## src/rtl/ivt_pkg.sv

```systemverilog
package ivt_pkg;

    // Controller states
    typedef enum logic [0:0] {
        TMR_IDLE = 1'b0,
        TMR_RUN  = 1'b1
    } tmr_state_e;

    // Register byte offsets
    localparam logic [7:0] OFS_CTRL   = 8'h00;
    localparam logic [7:0] OFS_RELOAD = 8'h10;
    localparam logic [7:0] OFS_COUNT  = 8'h14;
    localparam logic [7:0] OFS_BUSPD  = 8'h18;

    // Control word field layout
    localparam int EN_BIT   = 26;
    localparam int PRIO_LSB = 20;
    localparam int PRIO_W   = 4;
    localparam int VEC_LSB  = 12;
    localparam int VEC_W    = 8;

    localparam logic [31:0] CTRL_MASK =
        (32'h1 << EN_BIT)
        | (((32'h1 << PRIO_W) - 32'h1) << PRIO_LSB)
        | (((32'h1 << VEC_W) - 32'h1) << VEC_LSB);

endpackage

```

## src/rtl/ivt_regs.sv

```systemverilog
module ivt_regs
    import ivt_pkg::*;
#(
    parameter int ADDR_W        = 8,
    parameter int CNT_W         = 32,
    parameter int BUS_PERIOD_NS = 20
) (
    input  logic              clk,
    input  logic              rst_n,
    input  logic              bus_wr,
    input  logic [ADDR_W-1:0] bus_addr,
    input  logic [31:0]       bus_wdata,
    input  logic [CNT_W-1:0]  count_val,
    output logic [31:0]       bus_rdata,
    output logic              arm,
    output logic              disarm,
    output logic [CNT_W-1:0]  reload_q,
    output logic [VEC_W-1:0]  vec_q,
    output logic [PRIO_W-1:0] prio_q
);

    logic sel_ctrl, sel_reload, sel_count, sel_buspd;
    logic en_q;
    logic unused_wdata;

    assign sel_ctrl   = (bus_addr == ADDR_W'(OFS_CTRL));
    assign sel_reload = (bus_addr == ADDR_W'(OFS_RELOAD));
    assign sel_count  = (bus_addr == ADDR_W'(OFS_COUNT));
    assign sel_buspd  = (bus_addr == ADDR_W'(OFS_BUSPD));

    // Control writes are commands to the controller
    assign arm    = bus_wr & sel_ctrl &  bus_wdata[EN_BIT];
    assign disarm = bus_wr & sel_ctrl & ~bus_wdata[EN_BIT];

    assign unused_wdata = ^{bus_wdata[31:EN_BIT+1], bus_wdata[EN_BIT-1:PRIO_LSB+PRIO_W],
                            bus_wdata[VEC_LSB-1:0]};

    always_ff @(posedge clk) begin
        if (!rst_n) begin
            en_q     <= 1'b0;
            vec_q    <= '0;
            prio_q   <= '0;
            reload_q <= '0;
        end else if (bus_wr) begin
            if (sel_ctrl) begin
                en_q   <= bus_wdata[EN_BIT];
                prio_q <= bus_wdata[PRIO_LSB +: PRIO_W];
                vec_q  <= bus_wdata[VEC_LSB +: VEC_W];
            end
            if (sel_reload) begin
                reload_q <= bus_wdata[CNT_W-1:0];
            end
        end
    end

    always_comb begin
        bus_rdata = '0;
        if (sel_ctrl) begin
            bus_rdata[EN_BIT]               = en_q;
            bus_rdata[PRIO_LSB +: PRIO_W]   = prio_q;
            bus_rdata[VEC_LSB +: VEC_W]     = vec_q;
        end else if (sel_reload) begin
            bus_rdata = 32'(reload_q);
        end else if (sel_count) begin
            bus_rdata = 32'(count_val);
        end else if (sel_buspd) begin
            bus_rdata = 32'(BUS_PERIOD_NS);
        end
    end

endmodule

```

## src/rtl/ivt_counter.sv

```systemverilog
module ivt_counter
    import ivt_pkg::*;
#(
    parameter int CNT_W = 32
) (
    input  logic             clk,
    input  logic             rst_n,
    input  logic             arm,
    input  logic             disarm,
    input  logic [CNT_W-1:0] reload,
    output logic             irq_q,
    output logic             run,
    output logic [CNT_W-1:0] count_q,
    output logic [CNT_W-1:0] active_q
);

    localparam logic [CNT_W-1:0] ONE = CNT_W'(1);

    tmr_state_e state_q, state_d;
    logic       reload_zero;
    logic       expire;

    assign reload_zero = (reload == '0);
    assign expire      = (state_q == TMR_RUN) && (count_q == ONE) && !arm && !disarm;
    assign run         = (state_q == TMR_RUN);

    // Next-state logic: ARM, REARM, TICK, EXPIRE, HALT
    always_comb begin
        state_d = state_q;
        unique case (state_q)
            TMR_IDLE: begin
                if (arm && !reload_zero) state_d = TMR_RUN;   // ARM
            end
            TMR_RUN: begin
                if (disarm || (arm && reload_zero)) state_d = TMR_IDLE;  // HALT
            end
            default: state_d = TMR_IDLE;
        endcase
    end

    // State register
    always_ff @(posedge clk) begin
        if (!rst_n) state_q <= TMR_IDLE;
        else        state_q <= state_d;
    end

    // Datapath and outputs
    always_ff @(posedge clk) begin
        if (!rst_n) begin
            count_q  <= '0;
            active_q <= '0;
            irq_q    <= 1'b0;
        end else begin
            irq_q <= expire;
            if (arm && !reload_zero) begin
                count_q  <= reload;        // ARM / REARM
                active_q <= reload;
            end else if (state_d == TMR_IDLE) begin
                count_q  <= '0;            // HALT or idle
            end else if (count_q == ONE) begin
                count_q  <= active_q;      // EXPIRE
            end else begin
                count_q  <= count_q - ONE; // TICK
            end
        end
    end

endmodule

```

## src/rtl/ivt_vecmap.sv

```systemverilog
module ivt_vecmap
    import ivt_pkg::*;
#(
    parameter bit COMPAT = 1'b0
) (
    input  logic [VEC_W-1:0]  vec_q,
    input  logic [PRIO_W-1:0] prio_q,
    output logic [VEC_W-1:0]  irq_vector,
    output logic [PRIO_W-1:0] irq_prio
);

    generate
        if (COMPAT) begin : g_compat
            logic [VEC_W-1:0] vec_eff;
            logic             unused_top;
            assign unused_top = ^vec_q[VEC_W-1:VEC_W-2];
            assign vec_eff    = {2'b01, vec_q[VEC_W-3:0]};
            assign irq_vector = vec_eff;
            assign irq_prio   = vec_eff[2 +: PRIO_W] | prio_q;
        end else begin : g_plain
            assign irq_vector = vec_q;
            assign irq_prio   = prio_q;
        end
    endgenerate

endmodule

```

## src/rtl/vec_interval_timer.sv

```systemverilog
module vec_interval_timer
    import ivt_pkg::*;
#(
    parameter int ADDR_W        = 8,
    parameter int CNT_W         = 32,
    parameter int BUS_PERIOD_NS = 20,
    parameter bit COMPAT        = 1'b0
) (
    input  logic              clk,
    input  logic              rst_n,
    input  logic              bus_wr,
    input  logic [ADDR_W-1:0] bus_addr,
    input  logic [31:0]       bus_wdata,
    output logic [31:0]       bus_rdata,
    output logic              irq_pulse,
    output logic [7:0]        irq_vector,
    output logic [3:0]        irq_prio
);

    logic              arm_w, disarm_w, run_w;
    logic [CNT_W-1:0]  reload_w, count_w, active_w;
    logic [VEC_W-1:0]  vec_w;
    logic [PRIO_W-1:0] prio_w;

    ivt_regs #(
        .ADDR_W(ADDR_W), .CNT_W(CNT_W), .BUS_PERIOD_NS(BUS_PERIOD_NS)
    ) u_regs (
        .clk(clk), .rst_n(rst_n), .bus_wr(bus_wr), .bus_addr(bus_addr),
        .bus_wdata(bus_wdata), .count_val(count_w), .bus_rdata(bus_rdata),
        .arm(arm_w), .disarm(disarm_w), .reload_q(reload_w),
        .vec_q(vec_w), .prio_q(prio_w)
    );

    ivt_counter #(.CNT_W(CNT_W)) u_cnt (
        .clk(clk), .rst_n(rst_n), .arm(arm_w), .disarm(disarm_w),
        .reload(reload_w), .irq_q(irq_pulse), .run(run_w),
        .count_q(count_w), .active_q(active_w)
    );

    ivt_vecmap #(.COMPAT(COMPAT)) u_map (
        .vec_q(vec_w), .prio_q(prio_w),
        .irq_vector(irq_vector), .irq_prio(irq_prio)
    );

endmodule

```

## config.mk

```make
export PLATFORM = sky130hd
export DESIGN_NAME = vec_interval_timer
export DESIGN_NICKNAME = d
export VERILOG_FILES = /design/src/rtl/ivt_pkg.sv /design/src/rtl/ivt_regs.sv /design/src/rtl/ivt_counter.sv /design/src/rtl/ivt_vecmap.sv /design/src/rtl/vec_interval_timer.sv
export SDC_FILE = /design/constraint.sdc
export NUM_CORES = 1
export LEC_CHECK = 0
export ABC_AREA = 1
export BUFFER_PORTS_ARGS = -buffer_cell sky130_fd_sc_hd__clkbuf_2
export CAP_MARGIN = 0
export CORE_MARGIN = 2
export CORE_UTILIZATION = 40
export DETAILED_ROUTE_END_ITERATION = 8
export HOLD_SLACK_MARGIN = 0.15
export SYNTH_ARGS = -nofsm -noshare
export SYNTH_HDL_FRONTEND = slang
export SYNTH_SLANG_ARGS = --single-unit
```

## constraint.sdc

```tcl
create_clock -name clk -period 1.4 [get_ports clk]
set_input_delay 0.14 -clock clk [delete_from_list [all_inputs] [get_ports clk]]
set_output_delay 0.14 -clock clk [all_outputs]
set_load 0.02 [all_outputs]
```

* Word level (Yosys, flattened, before mapping)
Cells that the tools add are included.
** Word-level totals
- Word-level logic and storage cells :: 45
- Bits in registers :: 111
- Output and inout port bits :: 45
- Input bits :: 43
** Operators by class
- Reduce and logical (&&, ||, !) cells :: 13
- Bitwise gates (word level) :: 5
- Add/subtract/negate cells :: 1
- Muxes and demuxes :: 14
- Equal/unequal tests :: 4
** Operator list (count)
- 2-to-1 mux 32 bit :: 5
- == test 32 x 1 -> 1 bit, second input constant :: 1
- logical NOT 32 bit :: 1
- subtractor 32 x 1 -> 32 bit, second input constant :: 1
- == test 8 x 5 -> 1 bit, second input constant :: 3
- 2-to-1 mux 12 bit :: 2
- 2-to-1 mux 5 bit :: 2
- logical NOT 8 bit :: 1
- logical AND 1 bit :: 5
- AND reduction 2 bit :: 2
- bitwise AND 1 bit :: 3
- logical NOT 1 bit :: 3
- 2-to-1 mux 1 bit :: 3
- 2-to-1 mux 2 bit :: 1
- inverter 1 bit :: 2
- one-hot mux 1 bit (2 select lines) :: 1
- logical OR 1 bit :: 1

* Logic depth before layout (Yosys ltp)
- Word-level depth :: 9
- Depth in mapped cells :: 11
- Gate-level depth less buffers :: 11

* Hierarchy
Synthesis repeated with hierarchy kept, for this count alone.
** Unflattened totals
- Cells, all modules :: 1054
- Area, all modules :: 6715.2 um^2
** By module, submodules not included
- ivt_counter :: cells an instance 606, area each 3968.8 um^2, instances 1, sequential area each 1321.3 um^2
- ivt_regs :: cells an instance 436, area each 2656.3 um^2, instances 1, sequential area each 900.9 um^2
- ivt_vecmap :: cells an instance 12, area each 90.1 um^2, instances 1, sequential area each 0.0 um^2

* Least setup slack after synthesis
No wires, ideal clock.
- Path type :: reg-to-reg
- Start :: register u_cnt.count_q[0]
- End :: register u_cnt.count_q[30]
- Arrival :: 1.394 ns
- Required time :: 1.266 ns
- Period minus slack after synthesis :: 1.528 ns
- Setup time :: 0.134 ns
- Slack :: -0.128 ns
- Path buffers :: 0
- Cell stages (with the launch flop) :: 10
- Cell sequence :: dfxtp_1 inv_1 ha_1 nand2_2 nor2_1 nand2_1 o21ai_0 nand3_1 nand2_1 a21oi_1
** Between the ends
- Word-level cells in the longest chain between the ends :: 4
- Elaborated cells between the ends (all ways) :: 5
- Classes of those cells :: add/sub: 1; eq/ne: 1; mux: 3
** Ends and longest elaborated chain
- start, declared :: RTL line ivt_counter.sv:13 : output logic [CNT_W-1:0] count_q,
- start signal, assigned :: RTL line ivt_counter.sv:56 : count_q <= reload;
- start signal, assigned :: RTL line ivt_counter.sv:61 : count_q <= active_q;
- start signal, assigned :: RTL line ivt_counter.sv:63 : count_q <= count_q - ONE;
- subtractor 32 x 1 -> 32 bit or == test 32 x 1 -> 1 bit (tied branches) :: RTL line ivt_counter.sv:63, ivt_counter.sv:60
- 2-to-1 mux 32 bit * :: RTL line ivt_counter.sv:60 : end else if (count_q == ONE) begin
- 2-to-1 mux 32 bit * :: RTL line ivt_counter.sv:58 : end else if (state_d == TMR_IDLE) begin
- 2-to-1 mux 32 bit * :: RTL line ivt_counter.sv:55 : if (arm && !reload_zero) begin
Every way passes the cells marked *; elsewhere a longest branch is shown, timed or not.
A chain may end at the register's enable or synchronous reset.

* Worst setup path in the final report
- Start :: register u_regs.reload_q[8]
- End :: register u_cnt.active_q[30]
** Between the ends
- Word-level cells in the longest chain between the ends :: 3
** Ends and longest elaborated chain
- start, declared :: RTL line ivt_regs.sv:17 : output logic [CNT_W-1:0] reload_q,
- start signal, assigned :: RTL line ivt_regs.sv:51 : reload_q <= bus_wdata[CNT_W-1:0];
- logical NOT 32 bit :: RTL line ivt_counter.sv:23 : assign reload_zero = (reload == '0);
- logical NOT 1 bit :: RTL line ivt_counter.sv:55
- logical AND 1 bit :: RTL line ivt_counter.sv:55
- end signal, assigned :: RTL line ivt_counter.sv:57 : active_q <= reload;
- end, declared :: RTL line ivt_counter.sv:14 : output logic [CNT_W-1:0] active_q
Every way passes these cells.

==> impl_metrics.toml <==
[routing]
antenna_left = 0
vias = 7090
routedWlPerCell_um = 17.4
wl_um = 23100
drc_errors = 0
vias_per_cell = 5.33
detailedRoute.firstPassIterationCount = 5
drt_iter0_drc = 495

[sta]
final_max_slew_viol_count = 0
postLayoutSetupSlackWorst_ns = -0.307
rsz_0062_raised_after_global_routing = "true"
worst_hold_slack_ns = 0.260
achievable-frequency_ghz = 0.586
period_needed_ns = 1.71
skew_ns = 0.00914
timing.final.setup_violations = 98
hold_viol = 0
tns_ns = -18.72
tightestPinTransition_ns = 0.607
maxSlewHeadroom = 0.595
fin_crit_sh = 1.22

[logic_synthesis]
ffs_latches_synth = 111
netlist_top_cells_area = "sky130_fd_sc_hd__dfxtp_1 (39%), sky130_fd_sc_hd__nand2_1 (13%), sky130_fd_sc_hd__nor2_1 (7.9%)"
post_synth_mux_area_share = 0
synth-xor-area-share = 0.00923
synthSimpleGateAreaFrac = 0.332
synth_top_cell_by_area = "sky130_fd_sc_hd__dfxtp_1"
post_synth_instance_area_sq_um = 5700
seq_area_frac_synth = 0.390
synth_top_family_by_area = "simple AND/OR/NAND/NOR gates"
synth.avg_cell_area_sq_um = 6.60
area_fraction_in_compound_gates_after_synthesis = 0.169
synth.most_common_cell = "sky130_fd_sc_hd__nand2_1"
postSynthNetCount = 908
post_synth_fa_ha_maj_area_fraction = 0.00439
asyncSetResetFlopFracSynth = 0
syn-instance-count = 863
synth_ff_type = "sky130_fd_sc_hd__dfxtp_1"
synth_cell_types = 32
synth_top_cells_by_count = "sky130_fd_sc_hd__nand2_1 (190), sky130_fd_sc_hd__nor2_1 (120), sky130_fd_sc_hd__dfxtp_1 (111)"
synth_edf_count = 0
yosys.area.top_type_share = 0.390
synth_warnings = 0

[die]
placeableCoreArea_sq_um = 13900
ioPinCount = 88
dieArea_sq_um = 15200
die_width_um = 123
chipHeight_um = 123
initial_core_util = 0.410
rows = 43

[pwr]
intPower_mw = 4.77
total_switching_power_mw = 1.47
power.clock.fraction = 0.439
cellLeakagePower_nw = 4.48
power_frac_seq = 0.506
pwr-share-comb = 0.055
pwr_dens_nw_per_um2 = 628
sw_frac_of_total = 0.236
vdd.ir_drop.worst_v = 0.000612

[setup_path]
reg2reg_setup_slack_ns = -0.31
worst_ep_arrival_time_ns = 2.00
timing_startpoint_of_the_critical_path = "u_regs.reload_q[8]"
worstPathCellList = "inv_1 > nand2_1 > nor3_1 > nand2_1 > nor2_2 > nand2_2 > nand2_4 > buf_12 > clkbuf_16 > nand2_1 > a21oi_1"
crit_path_end = "u_cnt.active_q[30]"
timing.rr.start = "u_regs.reload_q[8]"
cpMostUsedCell = "sky130_fd_sc_hd__nand2_1"
timing.critical_path.fanout_max = 6
criticalPathCategory = "register to register"
critical-path-max-stage-delay_ns = 0.34
rr_worst_depth = 11
worstReg2RegEnd = "u_cnt.active_q[30]"
crit_path_top_delay_cell = "sky130_fd_sc_hd__dfxtp_1"
endpoint_kind = "register"
worst_setup_path_start_kind = "register"
critical_path_required_ns = 1.69

[clock_tree]
cts_tree = "yes"
cts.htree.levels = 3
clock_sink_count = 111
clock_root_cell = "sky130_fd_sc_hd__clkbuf_16"
number_of_buffers_inserted_during_clock_tree_synthesis = 9
clock_tree.buffer_depth = 2
insertion_delay_ns = 0.36
clk_pin_slew_ns = 0.08

[outcome]
result_of_the_run = "finished with violations"
failed_checks = "negative setup slack"

[min_path]
worst_hold_path_type = "primary input to register"

[placement]
dp_worst_setup_slack_ns = -0.336
place.detailed.hpwl_um = 14600
io_buffers = 87
place.detailed.instances = 1246
gpl.final_weighted_congestion = 0.937

[cells_and_area]
nNetsFinal = 1191
final_util = 0.716
antenna_cells_inserted = 0
layout-area-overhead-vs-synth_pct = 74.5
filler_cell_count = 1009
seq_area_sq_um = 2260
multiInputGateArea_sq_um = 3930
fin_cells = 1331
final_layout_size_suffix_gt1_frac = 0.454

[global_route]
track_usage = 0.295
number_of_antenna_violations_at_the_first_check_in_global_routing = 0
wire_length_of_the_first_global_routing_pass_um = 34300
maximum_number_of_pins_on_one_net_before_global_route_repair = 60
first_global_vias = 6476
overflow = 0

[job]
drv_cap = 0
-- layer usage --
layer  GRT usage  part of all wire  up-vias  wire length (um)
met1       0.413              0.43     3344              9930
li1            -                 -     3402                 -
met5           0                 0        -                 0
met4      0.0632             0.018        0               406
met3      0.0480             0.072       40              1660
met2       0.480              0.48      304             11100
-- worst max-delay path, delay by kind of cell (launching register included) --
kind                   cells  cell delay [ns]
AOI/OAI and AO/OA          1             0.11
buffers and inverters      3             0.39
and+or+nand+nor            7             0.80
DFF                        1             0.34
-- stage by stage --
| step | cell area, sq um | power [mW] |
|---|---|---|
| final | 9940 | 6.24 |
| after floorplan | 5820 | 3.34 |
| after detailed placement | 7580 | 3.45 |
| after CTS | 9370 | 6.21 |
| after global routing | 9940 | 6.40 |
| after global placement | 7580 | 3.45 |
-- final cells by class --
cell class	instances	area share
clock buffer	10	0.0241
clock inverter	6	0.00680
inverter	88	0.0358
multi-input combinational	622	0.395
sequential	111	0.228
tap	180	0.0227
timing repair buffer	313	0.286
timing repair inverter	1	0.00164
-- repair_timing --
action                                  CTS  global route
hold buffers                             32             0
pin swaps                                33            46
gates cloned                              6             2
endpoints found under the setup margin   98           125
resized for setup                       231           185
hold endpoints to repair                 44             0
setup buffers                            25            11
-- placed cells by master, fill, tap and decap left out, drive strengths merged --
| cell | n |
|---|---|
| nand3 | 82 |
| nand3b | 1 |
| clkinv | 2 |
| o211ai | 16 |
| or2 | 1 |
| dfxtp | 111 |
| nand4 | 15 |
| a21oi | 73 |
| clkinvlp | 3 |
| nand2 | 195 |
| buf | 224 |
| o22ai | 9 |
| a21boi | 1 |
| xor2 | 5 |
| nor3 | 13 |
| o221ai | 6 |
| dlygate4sd3 | 32 |
| xnor2 | 1 |
| clkbuf | 67 |
| inv | 89 |
| ha | 2 |
| nor2 | 131 |
| o21ai | 71 |
| bufinv | 1 |
-- worst min-delay path by stage --
stage / startpoint / to / cells past startpoint
global route: bus_wr / u_regs.en_q / 5
finish: bus_wr / u_regs.en_q / 5
detailed placement: bus_wdata[2] / u_regs.reload_q[2] / 3
floorplan: bus_wdata[10] / u_regs.reload_q[10] / 2
global placement: bus_wdata[3] / u_regs.reload_q[3] / 3
CTS: bus_wr / u_regs.en_q / 5
-- flip-flops by register name, indices dropped and copies added (netlist names) --
name / cells
u_regs.prio_q: 4
u_cnt.irq_q: 1
u_regs.reload_q: 32
u_cnt.run: 1
u_regs.en_q: 1
u_cnt.active_q: 32
u_cnt.count_q: 32
u_regs.vec_q: 8
-- power groups by stage --
stage	Clock, mW	Sequential, mW	Combinational (mW)
5_1_grt	2.87	3.15	0.370
2_1_floorplan	0	3.23	0.105
3_5_place_dp	0	3.23	0.218
3_3_place_gp	0	3.23	0.217
6_report	2.74	3.15	0.343
4_1_cts	2.74	3.16	0.315
-- cells by family (layout without fill, tap and decap cells) --
kind of cell / Yosys count / after routing
AND/OR/NAND/NOR: 438 / 438
AO/OA/AOI/OAI: 176 / 176
buffers and inverters: 130 / 418
flip-flops: 111 / 111
XOR/XNOR: 6 / 6
adder cells (fa/ha/maj): 2 / 2
Power figures use the tool's default switching activity.
